### config.mk
export PLATFORM = sky130hd
export DESIGN_NAME = tick_watchdog
export DESIGN_NICKNAME = d
export VERILOG_FILES = /design/src/rtl/tick_watchdog.sv
export SDC_FILE = /design/constraint.sdc
export NUM_CORES = 1
export LEC_CHECK = 0
export ABC_CLOCK_PERIOD_IN_PS = 3500
export BUFFER_PORTS_ARGS = -buffer_cell sky130_fd_sc_hd__clkbuf_2
export CORE_ASPECT_RATIO = 0.8
export CORE_MARGIN = 2
export CORE_UTILIZATION = 52
export CTS_BUF_LIST = sky130_fd_sc_hd__clkbuf_8
export DETAILED_ROUTE_END_ITERATION = 8
export MAX_ROUTING_LAYER = met4
export PLACE_DENSITY = 0.83
export SLEW_MARGIN = 30
export SYNTH_ARGS = -nofsm -noshare
export SYNTH_HDL_FRONTEND = slang
export SYNTH_SLANG_ARGS = --single-unit
export TNS_END_PERCENT = 1
### constraint.sdc
create_clock -name clk -period 3.5 [get_ports clk]
set_input_delay 0.525 -clock clk [delete_from_list [all_inputs] [get_ports clk]]
set_output_delay 0.525 -clock clk [all_outputs]
set_load 0.1 [all_outputs]
### src/rtl/tick_watchdog.sv
module tick_watchdog #(
  parameter int CNT_W  = 16,
  parameter int DATA_W = 32
) (
  input  logic              clk,
  input  logic              rst_n,
  input  logic              tick_en,
  input  logic              hw_off,
  input  logic              wr_en,
  input  logic [2:0]        addr,
  input  logic [DATA_W-1:0] wdata,
  output logic [DATA_W-1:0] rdata,
  output logic              rst_req,
  output logic              shut_req
);
  localparam logic [CNT_W-1:0] ONE = CNT_W'(1);

  logic             run_q, fired_q, act_q, armed_q;
  logic [CNT_W-1:0] cfg_q, cur_q;

  wire sel_cnt = addr[2];
  wire wr_ctrl = wr_en && !sel_cnt;
  wire wr_cnt  = wr_en && sel_cnt;
  wire reload  = wr_ctrl && wdata[7];
  wire step    = tick_en && run_q && armed_q && !hw_off && !reload;
  wire expire  = step && (cur_q <= ONE);

  wire unused_ok = ^{addr[1:0], wdata};

  always_ff @(posedge clk or negedge rst_n) begin
    if (!rst_n) begin
      cur_q   <= '0;
      armed_q <= 1'b0;
    end else if (reload) begin
      cur_q   <= cfg_q;
      armed_q <= 1'b1;
    end else if (expire) begin
      cur_q   <= '0;
      armed_q <= 1'b0;
    end else if (step) begin
      cur_q   <= cur_q - ONE;
    end
  end

  always_ff @(posedge clk or negedge rst_n) begin
    if (!rst_n) begin
      run_q    <= 1'b0;
      act_q    <= 1'b0;
      fired_q  <= 1'b0;
      cfg_q    <= '0;
      rst_req  <= 1'b0;
      shut_req <= 1'b0;
    end else begin
      if (wr_ctrl) begin
        run_q <= wdata[0];
        act_q <= wdata[2];
      end
      if (expire)
        fired_q <= 1'b1;
      else if (wr_ctrl && wdata[1])
        fired_q <= 1'b0;
      if (wr_cnt)
        cfg_q <= wdata[CNT_W-1:0];
      rst_req  <= expire && !act_q;
      shut_req <= expire && act_q;
    end
  end

  always_comb begin
    rdata = '0;
    if (sel_cnt)
      rdata[CNT_W-1:0] = cfg_q;
    else
      rdata[3:0] = {hw_off, act_q, fired_q, run_q};
  end

  a_r2_stopped_quiet: assert property (@(posedge clk) disable iff (!rst_n)
    !run_q |=> !(rst_req || shut_req));
  a_r4_exclusive: assert property (@(posedge clk) disable iff (!rst_n)
    rst_req |-> !shut_req);
  a_r4_reset_kind: assert property (@(posedge clk) disable iff (!rst_n)
    rst_req |-> $past(!act_q));
  a_r4_shut_kind: assert property (@(posedge clk) disable iff (!rst_n)
    shut_req |-> $past(act_q));
  a_r5_off_quiet: assert property (@(posedge clk) disable iff (!rst_n)
    hw_off |=> !(rst_req || shut_req));
  a_r3_flag_with_pulse: assert property (@(posedge clk) disable iff (!rst_n)
    (rst_req || shut_req) |-> fired_q);
  a_r10_single_pulse: assert property (@(posedge clk) disable iff (!rst_n)
    (rst_req || shut_req) |=> !(rst_req || shut_req));
  a_r11_reload_wins: assert property (@(posedge clk) disable iff (!rst_n)
    reload |=> !(rst_req || shut_req));
  a_r6_ctrl_reserved: assert property (@(posedge clk) disable iff (!rst_n)
    !sel_cnt |-> rdata[DATA_W-1:4] == '0);
  a_r8_cnt_upper: assert property (@(posedge clk) disable iff (!rst_n)
    sel_cnt |-> rdata[DATA_W-1:CNT_W] == '0);
endmodule

==> impl_metrics.toml, run 1 <==
[run_status]
outcome = "complete, no violations"

[synthesis]
synth_area_sq_mm = 0.00211
count_of_flip_flops_with_a_built_in_enable_after_synthesis = 0
syn_avg_cell_area_sq_um = 9.69
synth_seq_area_share_pct = 45.0
synth_async_reset_ratio_pct = 100
yosys_warnings = 0
synth_cell_types = 41
leading_register_cell_type_out_of_synthesis = "dfrtp_1"
synthCells = 218
synth.ff_latch_count = 38

[setup_path]
setup.reg_to_reg.worst_slack_ns = 1.05
kind_of_cell_with_the_highest_combined_delay_on_the_critical_path = "simple AND/OR/NAND/NOR gates"
critPathBufInv = 1
worstPathCellList = "inv_1, ha_1, or4b_2, or4_4, o31a_1, a41oi_2, o21ai_1"
cp.arrival_ns = 2.64
max_stage_delay_ns = 0.59
worst-setup-path-type = "flop to flop"
critical_path.startpoint_type = "flop"
worst_r2r_startpoint = "cur_q[0]$_DFFE_PN0P_"
ff2ff_path_depth = 7
crit_fanout = 5
worst-endpoint-required_ns = 3.69
reg2reg_to = "cur_q[14]$_DFFE_PN0P_"
slowest_stage = "or4b_2"
cp-end-kind = "flop"

[clock_network]
cts.htree.levels = 2
ctsResizeCount = 0
root_buffer = "clkbuf_8"
clock-sinks = 38
cts_inserted_buffers = 5
cts_setup_buffers = 0
clk_pin_slew_ns = 0.08
maximum_number_of_buffers_from_clock_root_to_sink = 2
tritoncts = "yes"
hold_buffers = 0
worst_skew_pair_latency_ns = 0.30

[global_routing]
grt_pass1_vias = 1587
grt_pass1_wl_microns = 7470
grt_max_degree = 39
initial_antenna_violation_count = 0
track_usage_pct = 23.0
grt-ovfl-total = 0

[power_and_ir_drop]
clock_power_share_pct = 22.5
static-leakage-power_uw = 0.00107
p_sw_share_pct = 42.9
pwr_density_cell_mw_per_mm2 = 587
switching_power_uw = 606
comb_power_share_pct = 34.9
intPower_uw = 806
ir_drop_uv = 372
p_seq_share_pct = 42.6

[routing]
dr.pass1.iters = 4
remaining_drcs = 0
drt_wl_total_microns = 4520
avgRoutedWirePerCell_microns = 14.4
detail_route.iter0.violations = 103
post_drt_antenna_nets = 0
vias = 1728
drt-vias-per-instance = 5.50

[die]
core_area_sq_mm = 0.00385
die_area_sq_mm = 0.00459
pin_count = 74
initial_utilization_pct = 54.8
width_of_the_die_microns = 75.3
die_h_microns = 61.0
row_count = 20

[sta]
finalCriticalPeriod_ns = 2.45
fin_crit_sh_pct = 70.1
setup-violations-final = 0
grt_setup_unrepaired = "false"
final.setup.tns_ns = 0
timing.fmax_mhz = 407
timing.clock.skew_ns = 0.00532
timing.final.max_slew_violations = 0
timing.slew.headroom_pct = 45.3
final_hold_viol_count = 0
least_margin_pin_slew_ns = 0.821

[placed_design]
io_buffers = 39
placed_cells_incl_taps = 306
gp_routability_congestion = 0.874
hpwl_microns = 3260

[layout]
final_cells = 314
share_of_cells_above_drive_strength_1_pct = 30.1
num-nets-final = 300
flow.area_growth_from_synthesis_pct = 13.9
num_antenna_cells = 0

[min_path]
worstHoldPathType = "input pin to async pin"

[job]
maxCapViolations = 0
==> cell families after synthesis <==
| family | Yosys count | share of synthesized area [%] |
|---|---|---|
| AO/OA/AOI/OAI | 38 | 11.4 |
| XOR/XNOR | 3 | 1.24 |
| adder cells (fa/ha/maj) | 2 | 1.18 |
| multiplexers | 20 | 10.7 |
| other | 1 | 0.177 |
| buffers and inverters | 29 | 8.11 |
| AND/OR/NAND/NOR | 87 | 22.3 |
| flip-flops | 38 | 45.0 |
==> final cells by class <==
class / instances / area (sq um)
multi-input cells: 166 / 1050
well taps: 55 / 68.8
fillers: 331 / 1450
clock inverters: 2 / 12.5
flip-flops and latches: 38 / 951
inverters: 3 / 11.3
clock buffers: 6 / 82.6
repair buffers: 44 / 233
==> per-stage QoR <==
stage                     setup WS [ns]  util [%]  hold WS [ns]  area (sq um)  power [uW]
after CTS                          1.06      62.4         0.386          2410        1420
after detailed placement           1.07      60.0         0.429          2310        1100
after floorplan                   0.132         -         0.229          2170        1010
after global routing              0.943      62.4         0.397          2410        1480
after global placement             1.11      60.0         0.411          2310        1080
final                              1.05      62.4         0.314          2410        1410
==> cells in the final DEF (no fill, tap or decap), types with 4 or more instances in the layout <==
master and count:
dfrtp_1 38, clkbuf_2 38, nand2_1 23, mux2_2 20, nor2_1 17, conb_1 16
and2_1 12, o21ai_0 11, a21oi_1 9, nor3_1 7, o211ai_1 6, clkbuf_8 6
nand3_1 5, buf_4 5, nor4_1 4, a31oi_1 4
==> sequential cells by signal, summed over array words and instances (netlist names) <==
register / count
fired_q: 1
cur_q: 16
armed_q: 1
rst_req: 1
shut_req: 1
cfg_q: 16
act_q: 1
run_q: 1
==> Yosys cell counts, drive strengths merged (2+ instances only) <==
cell type,number,area (sq um)
buf,18,130
ha,2,25.0
nor2,17,63.8
nand3b,3,22.5
o211ai,6,45.0
nor4,5,37.5
xnor2,2,17.5
nor3,7,35.0
a31oi,4,25.0
a21oi,9,45.0
clkbuf,8,30.0
and2,12,75.1
a22oi,2,15.0
or3,3,18.8
nand3,5,25.0
or4,3,26.3
inv,3,11.3
nand2,23,86.3
mux2,20,225
dfrtp,38,951
o21ai,12,60.1
==> worst max-delay path by stage <==
stage | depth (start not counted) | from | end
2_1_floorplan | 2 | addr[2] | rdata[2]
3_3_place_gp | 6 | addr[2] | cur_q[5]$_DFFE_PN0P_
3_5_place_dp | 6 | addr[2] | cur_q[5]$_DFFE_PN0P_
4_1_cts | 7 | cur_q[0]$_DFFE_PN0P_ | cur_q[14]$_DFFE_PN0P_
5_1_grt | 7 | cur_q[0]$_DFFE_PN0P_ | cur_q[14]$_DFFE_PN0P_
6_report | 7 | cur_q[0]$_DFFE_PN0P_ | cur_q[14]$_DFFE_PN0P_
==> power by group through the flow <==
stage	Combinational, uW	Clock (uW)	Sequential, uW
final	493	318	602
after global routing	528	342	613
after CTS	494	322	599
after detailed placement	493	0	607
after global placement	480	0	601
after floorplan	437	0	576
==> metal layers <==
metal,global-route usage (%),up-vias,wire (microns)
met3,7.69,6,376
met2,34.2,78,2090
met5,-,-,0
met1,30.8,821,2010
li1,-,823,-
met4,5.76,0,43
(Power assumes the default switching activity.)
==> run 2, diff against run 1 <==
Settings changed: ABC_CLOCK_PERIOD_IN_PS 3500 to 2100, CORE_UTILIZATION 52 to 47, PLACE_DENSITY 0.83 to 0.79.
Clock period 3.5 ns to 2.1 ns, I/O delays scaled along.
==> impl_metrics.toml, run 2 (synthesized netlist as in run 1, its figures left out) <==
[die]
die_h_microns = 64.0
row_count = 21
width_of_the_die_microns = 79.0
pin_count = 74
initial_utilization_pct = 49.6
die_area_sq_mm = 0.00505
core_area_sq_mm = 0.00426

[routing]
remaining_drcs = 0
drt_wl_total_microns = 4910
dr.pass1.iters = 4
drt-vias-per-instance = 5.35
avgRoutedWirePerCell_microns = 14.5
vias = 1815
detail_route.iter0.violations = 108
post_drt_antenna_nets = 0

[layout]
share_of_cells_above_drive_strength_1_pct = 37.2
final_cells = 339
biggestRegsByFlops = "cfg_q (16), cur_q (16)"
layout_common_cells = "39 x clkbuf_2, 38 x dfrtp_1, 30 x buf_4"
flow.area_growth_from_synthesis_pct = 23.6
num-nets-final = 325
num_antenna_cells = 0
layout_commonest_cell = "clkbuf_2"

[placed_design]
gp_routability_congestion = 0.935
io_buffers = 39
placed_cells_incl_taps = 329
placement.setup.worst_slack_ns = -0.0955
hpwl_microns = 3520

[sta]
final_hold_viol_count = 0
timing.final.max_slew_violations = 0
timing.slew.headroom_pct = 63.8
setup-violations-final = 1
least_margin_pin_slew_ns = 0.545
grt_setup_unrepaired = "true"
finalCriticalPeriod_ns = 2.12
timing.clock.skew_ns = 0.00542
post-route-worst-setup-slack_ns = -0.0236
fin_crit_sh_pct = 101
timing.fmax_mhz = 471

[global_routing]
grt_pass1_wl_microns = 8160
track_usage_pct = 21.4
global_route.usage.met3_pct = 3.39
grt_max_degree = 39
grt_pass1_vias = 1711
grt.met1_usage_pct = 29.6
groute.layer.met2.usage_pct = 33.1
busiest_layer = "met2"
initial_antenna_violation_count = 0
grt-ovfl-total = 0

[setup_path]
cp.arrival_ns = 2.30
ff2ff_path_depth = 7
worst-setup-path-type = "flop to flop"
critical_path.startpoint_type = "flop"
worst-endpoint-required_ns = 2.28
cp-end-kind = "flop"
crit_fanout = 2
setup.reg_to_reg.worst_slack_ns = -0.02

[clock_network]
clock-sinks = 38
tritoncts = "yes"
maximum_number_of_buffers_from_clock_root_to_sink = 2
worst_skew_pair_latency_ns = 0.29
cts.htree.levels = 2
root_buffer = "clkbuf_8"
clk_pin_slew_ns = 0.07
cts_inserted_buffers = 5
hold_buffers = 0

[power_and_ir_drop]
intPower_uw = 1450
comb_power_share_pct = 41.4
pwr_density_cell_mw_per_mm2 = 953
switching_power_uw = 1040
p_sw_share_pct = 41.7
clock_power_share_pct = 20.0
ir_drop_uv = 668
p_seq_share_pct = 38.6
static-leakage-power_uw = 0.00119

[job]
maxCapViolations = 0

[run_status]
outcome = "finished with violations"
failing_checks = "negative setup slack"

[min_path]
worstHoldPathType = "input pin to async pin"
-- run 2: through the flow --
stage / total power (uW) / hold WS [ns] / area (sq um) / utilization [%] / TNS [ns]
3_5_place_dp: 1960 / 0.392 / 2480 / 58.3 / -0.124
4_1_cts: 2480 / 0.0787 / 2590 / 60.8 / -0.0814
6_report: 2490 / 0.0654 / 2610 / 61.4 / -0.0236
3_3_place_gp: 1930 / 0.394 / 2480 / 58.3 / -0.0916
5_1_grt: 2620 / 0.116 / 2610 / 61.4 / -0.229
2_1_floorplan: 1710 / 0.0194 / 2180 / - / -0.206
-- run 2: what timing repair did --
item | CTS | global route
endpoints found under the hold margin | 0 | 0
setup endpoints to repair | 2 | 7
setup buffers | 2 | 2
resized for setup | 2 | 2
pin swaps | 2 | 2
-- run 2: layer usage --
| metal | vias up | share of wire, % |
|---|---|---|
| li1 | 875 | - |
| met1 | 861 | 45 |
| met2 | 71 | 48 |
| met3 | 8 | 6.0 |
| met4 | 0 | 1.3 |
| met5 | - | 0 |
-- run 2: worst max-delay path, stage by stage (launching register included) --
cell and delay, ns:
dfrtp_1 0.39, inv_2 0.08, ha_4 0.12, or4b_4 0.44
or4_4 0.49, o31a_1 0.27, a41oi_2 0.15, o21ai_1 0.07
-- run 2: layout make-up --
| class | count | area [sq um] |
|---|---|---|
| Timing Repair Buffer | 69 | 420 |
| Multi-Input combinational cell | 166 | 1080 |
| Fill cell | 372 | 1640 |
| Inverter | 3 | 11.3 |
| Tap cell | 57 | 71.3 |
| Sequential cell | 38 | 951 |
| Clock buffer | 6 | 82.6 |
-- run 2: power by group through the flow --
stage                     clock network, uW  logic, uW  registers [uW]
after floorplan                           0        743             962
after global placement                    0        967             963
after detailed placement                  0        991             969
after CTS                               506       1020             959
after global routing                    532       1110             981
final                                   499       1030             961
-- run 2: final timing paths --
kind,endpoint,startpoint
setup / recovery,cur_q[14]$_DFFE_PN0P_,cur_q[0]$_DFFE_PN0P_
hold / removal,cur_q[5]$_DFFE_PN0P_,rst_n
max in group asynchronous,cur_q[15]$_DFFE_PN0P_,rst_n
hold reg to reg,rst_req$_DFF_PN0_,act_q$_DFFE_PN0P_
min in group clk,act_q$_DFFE_PN0P_,wdata[2]
setup reg to reg,cur_q[14]$_DFFE_PN0P_,cur_q[0]$_DFFE_PN0P_
==> run 3, diff against run 2 <==
Settings changed: CORE_MARGIN 2 to 3.
==> impl_metrics.toml, run 3 (synthesized netlist as in run 1, its figures left out) <==
[sta]
timing.final.max_slew_violations = 0
final_hold_viol_count = 0
timing.clock.skew_ns = 0.00475
final.setup.tns_ns = 0
timing.slew.headroom_pct = 63.9
fin_crit_sh_pct = 99.8
post-route-worst-setup-slack_ns = 0.00332
finalCriticalPeriod_ns = 2.10
setup-violations-final = 0
least_margin_pin_slew_ns = 0.544
timing.fmax_mhz = 477
grt_setup_unrepaired = "true"

[power_and_ir_drop]
clock_power_share_pct = 19.3
switching_power_uw = 1040
pwr_density_cell_mw_per_mm2 = 937
p_seq_share_pct = 39.4
comb_power_share_pct = 41.3
p_sw_share_pct = 42.4
intPower_uw = 1410
static-leakage-power_uw = 0.00120
ir_drop_uv = 679

[clock_network]
cts_inserted_buffers = 5
maximum_number_of_buffers_from_clock_root_to_sink = 2
root_buffer = "clkbuf_8"
cts.htree.levels = 2
tritoncts = "yes"
clock-sinks = 38
clk_pin_slew_ns = 0.07
worst_skew_pair_latency_ns = 0.29

[global_routing]
grt-ovfl-total = 0
initial_antenna_violation_count = 0
grt_max_degree = 21
track_usage_pct = 20.7
grt_pass1_vias = 1725
grt_pass1_wl_microns = 8200

[setup_path]
crit_fanout = 3
cp-end-kind = "flop"
worst-endpoint-required_ns = 2.28
setup.reg_to_reg.worst_slack_ns = 0.003
cp.arrival_ns = 2.28
critical_path.startpoint_type = "flop"
worst-setup-path-type = "flop to flop"

[layout]
layout_common_cells = "39 x clkbuf_2, 38 x dfrtp_1, 30 x buf_4"
num-nets-final = 326
finish.utilization_pct = 61.3
layout_commonest_cell = "clkbuf_2"
stdcell_area_sq_mm = 0.00261
biggestRegsByFlops = "cfg_q (16), cur_q (16)"
flow.area_growth_from_synthesis_pct = 23.4
num_antenna_cells = 0
share_of_cells_above_drive_strength_1_pct = 36.6

[placed_design]
io_buffers = 39
placement.setup.worst_slack_ns = -0.105
gp_routability_congestion = 0.921
placed_instance_area_sq_mm = 0.00249
hpwl_microns = 3640

[routing]
drt_wl_total_microns = 4960
avgRoutedWirePerCell_microns = 14.5
vias = 1854
drt-vias-per-instance = 5.44
dr.pass1.iters = 4
remaining_drcs = 0
detail_route.iter0.violations = 88
post_drt_antenna_nets = 0

[die]
pin_count = 74
width_of_the_die_microns = 81.0
die_area_sq_mm = 0.00534
core_area_sq_mm = 0.00426
die_h_microns = 66.0
initial_utilization_pct = 49.6
row_count = 21

[job]
maxCapViolations = 0

[run_status]
outcome = "complete, no violations"

[min_path]
worstHoldPathType = "input pin to flop"
-- run 3: final cells by class --
type | count | area, sq um
tap | 57 | 71.3
sequential | 38 | 951
clock inverter | 2 | 7.51
fill | 351 | 1650
timing repair buffer | 70 | 430
multi-input combinational | 166 | 1070
inverter | 3 | 11.3
clock buffer | 5 | 68.8
-- run 3: power by group through the flow --
| stage | combinational (uW) | sequential, uW | clock (uW) |
|---|---|---|---|
| global route | 1080 | 983 | 513 |
| CTS | 998 | 962 | 472 |
| finish | 1010 | 964 | 471 |
| global placement | 968 | 963 | 0 |
| floorplan | 743 | 962 | 0 |
| detailed placement | 987 | 973 | 0 |
-- run 3: worst max-delay path, stage by stage, from the launching register on --
cell and delay [ns]:
dfrtp_1 0.39, or4_4 0.57, or4_4 0.54, o31a_1 0.27, a41oi_2 0.15, o21ai_1 0.07
-- run 3: what timing repair did --
action | in CTS | in global routing
endpoints found under the hold margin | 16 | 0
pin swaps | 0 | 0
hold buffers | 1 | 0
buffers inserted | 0 | 3
resized for setup | 2 | 1
setup endpoints to repair | 2 | 8
-- run 3: final timing paths --
| path | start | end | cells after the start |
|---|---|---|---|
| setup reg to reg | cur_q[4]$_DFFE_PN0P_ | cur_q[14]$_DFFE_PN0P_ | 5 |
| hold / removal | wdata[11] | cfg_q[11]$_DFFE_PN0P_ | 2 |
| min in group asynchronous | rst_n | cfg_q[6]$_DFFE_PN0P_ | 2 |
| setup / recovery | cur_q[4]$_DFFE_PN0P_ | cur_q[14]$_DFFE_PN0P_ | 5 |
| hold reg to reg | act_q$_DFFE_PN0P_ | rst_req$_DFF_PN0_ | 1 |
| max in group asynchronous | rst_n | armed_q$_DFFE_PN0P_ | 3 |
-- run 3: per-stage QoR --
stage | total power, uW | std cells | hold slack, ns
2_1_floorplan | 1710 | 233 | 0.0194
3_3_place_gp | 1930 | 330 | 0.282
3_5_place_dp | 1960 | 330 | 0.285
4_1_cts | 2430 | 338 | 0.244
5_1_grt | 2580 | 341 | 0.242
6_report | 2440 | 341 | 0.246
-- run 3: per-layer routing --
| metal | GRT usage (%) | wire, microns | part of all wire, % |
|---|---|---|---|
| met1 | 28.2 | 2160 | 43 |
| met2 | 30.5 | 2300 | 46 |
| met3 | 5.45 | 424 | 8.5 |
| met4 | 5.70 | 82 | 1.7 |
| met5 | - | 0 | 0 |
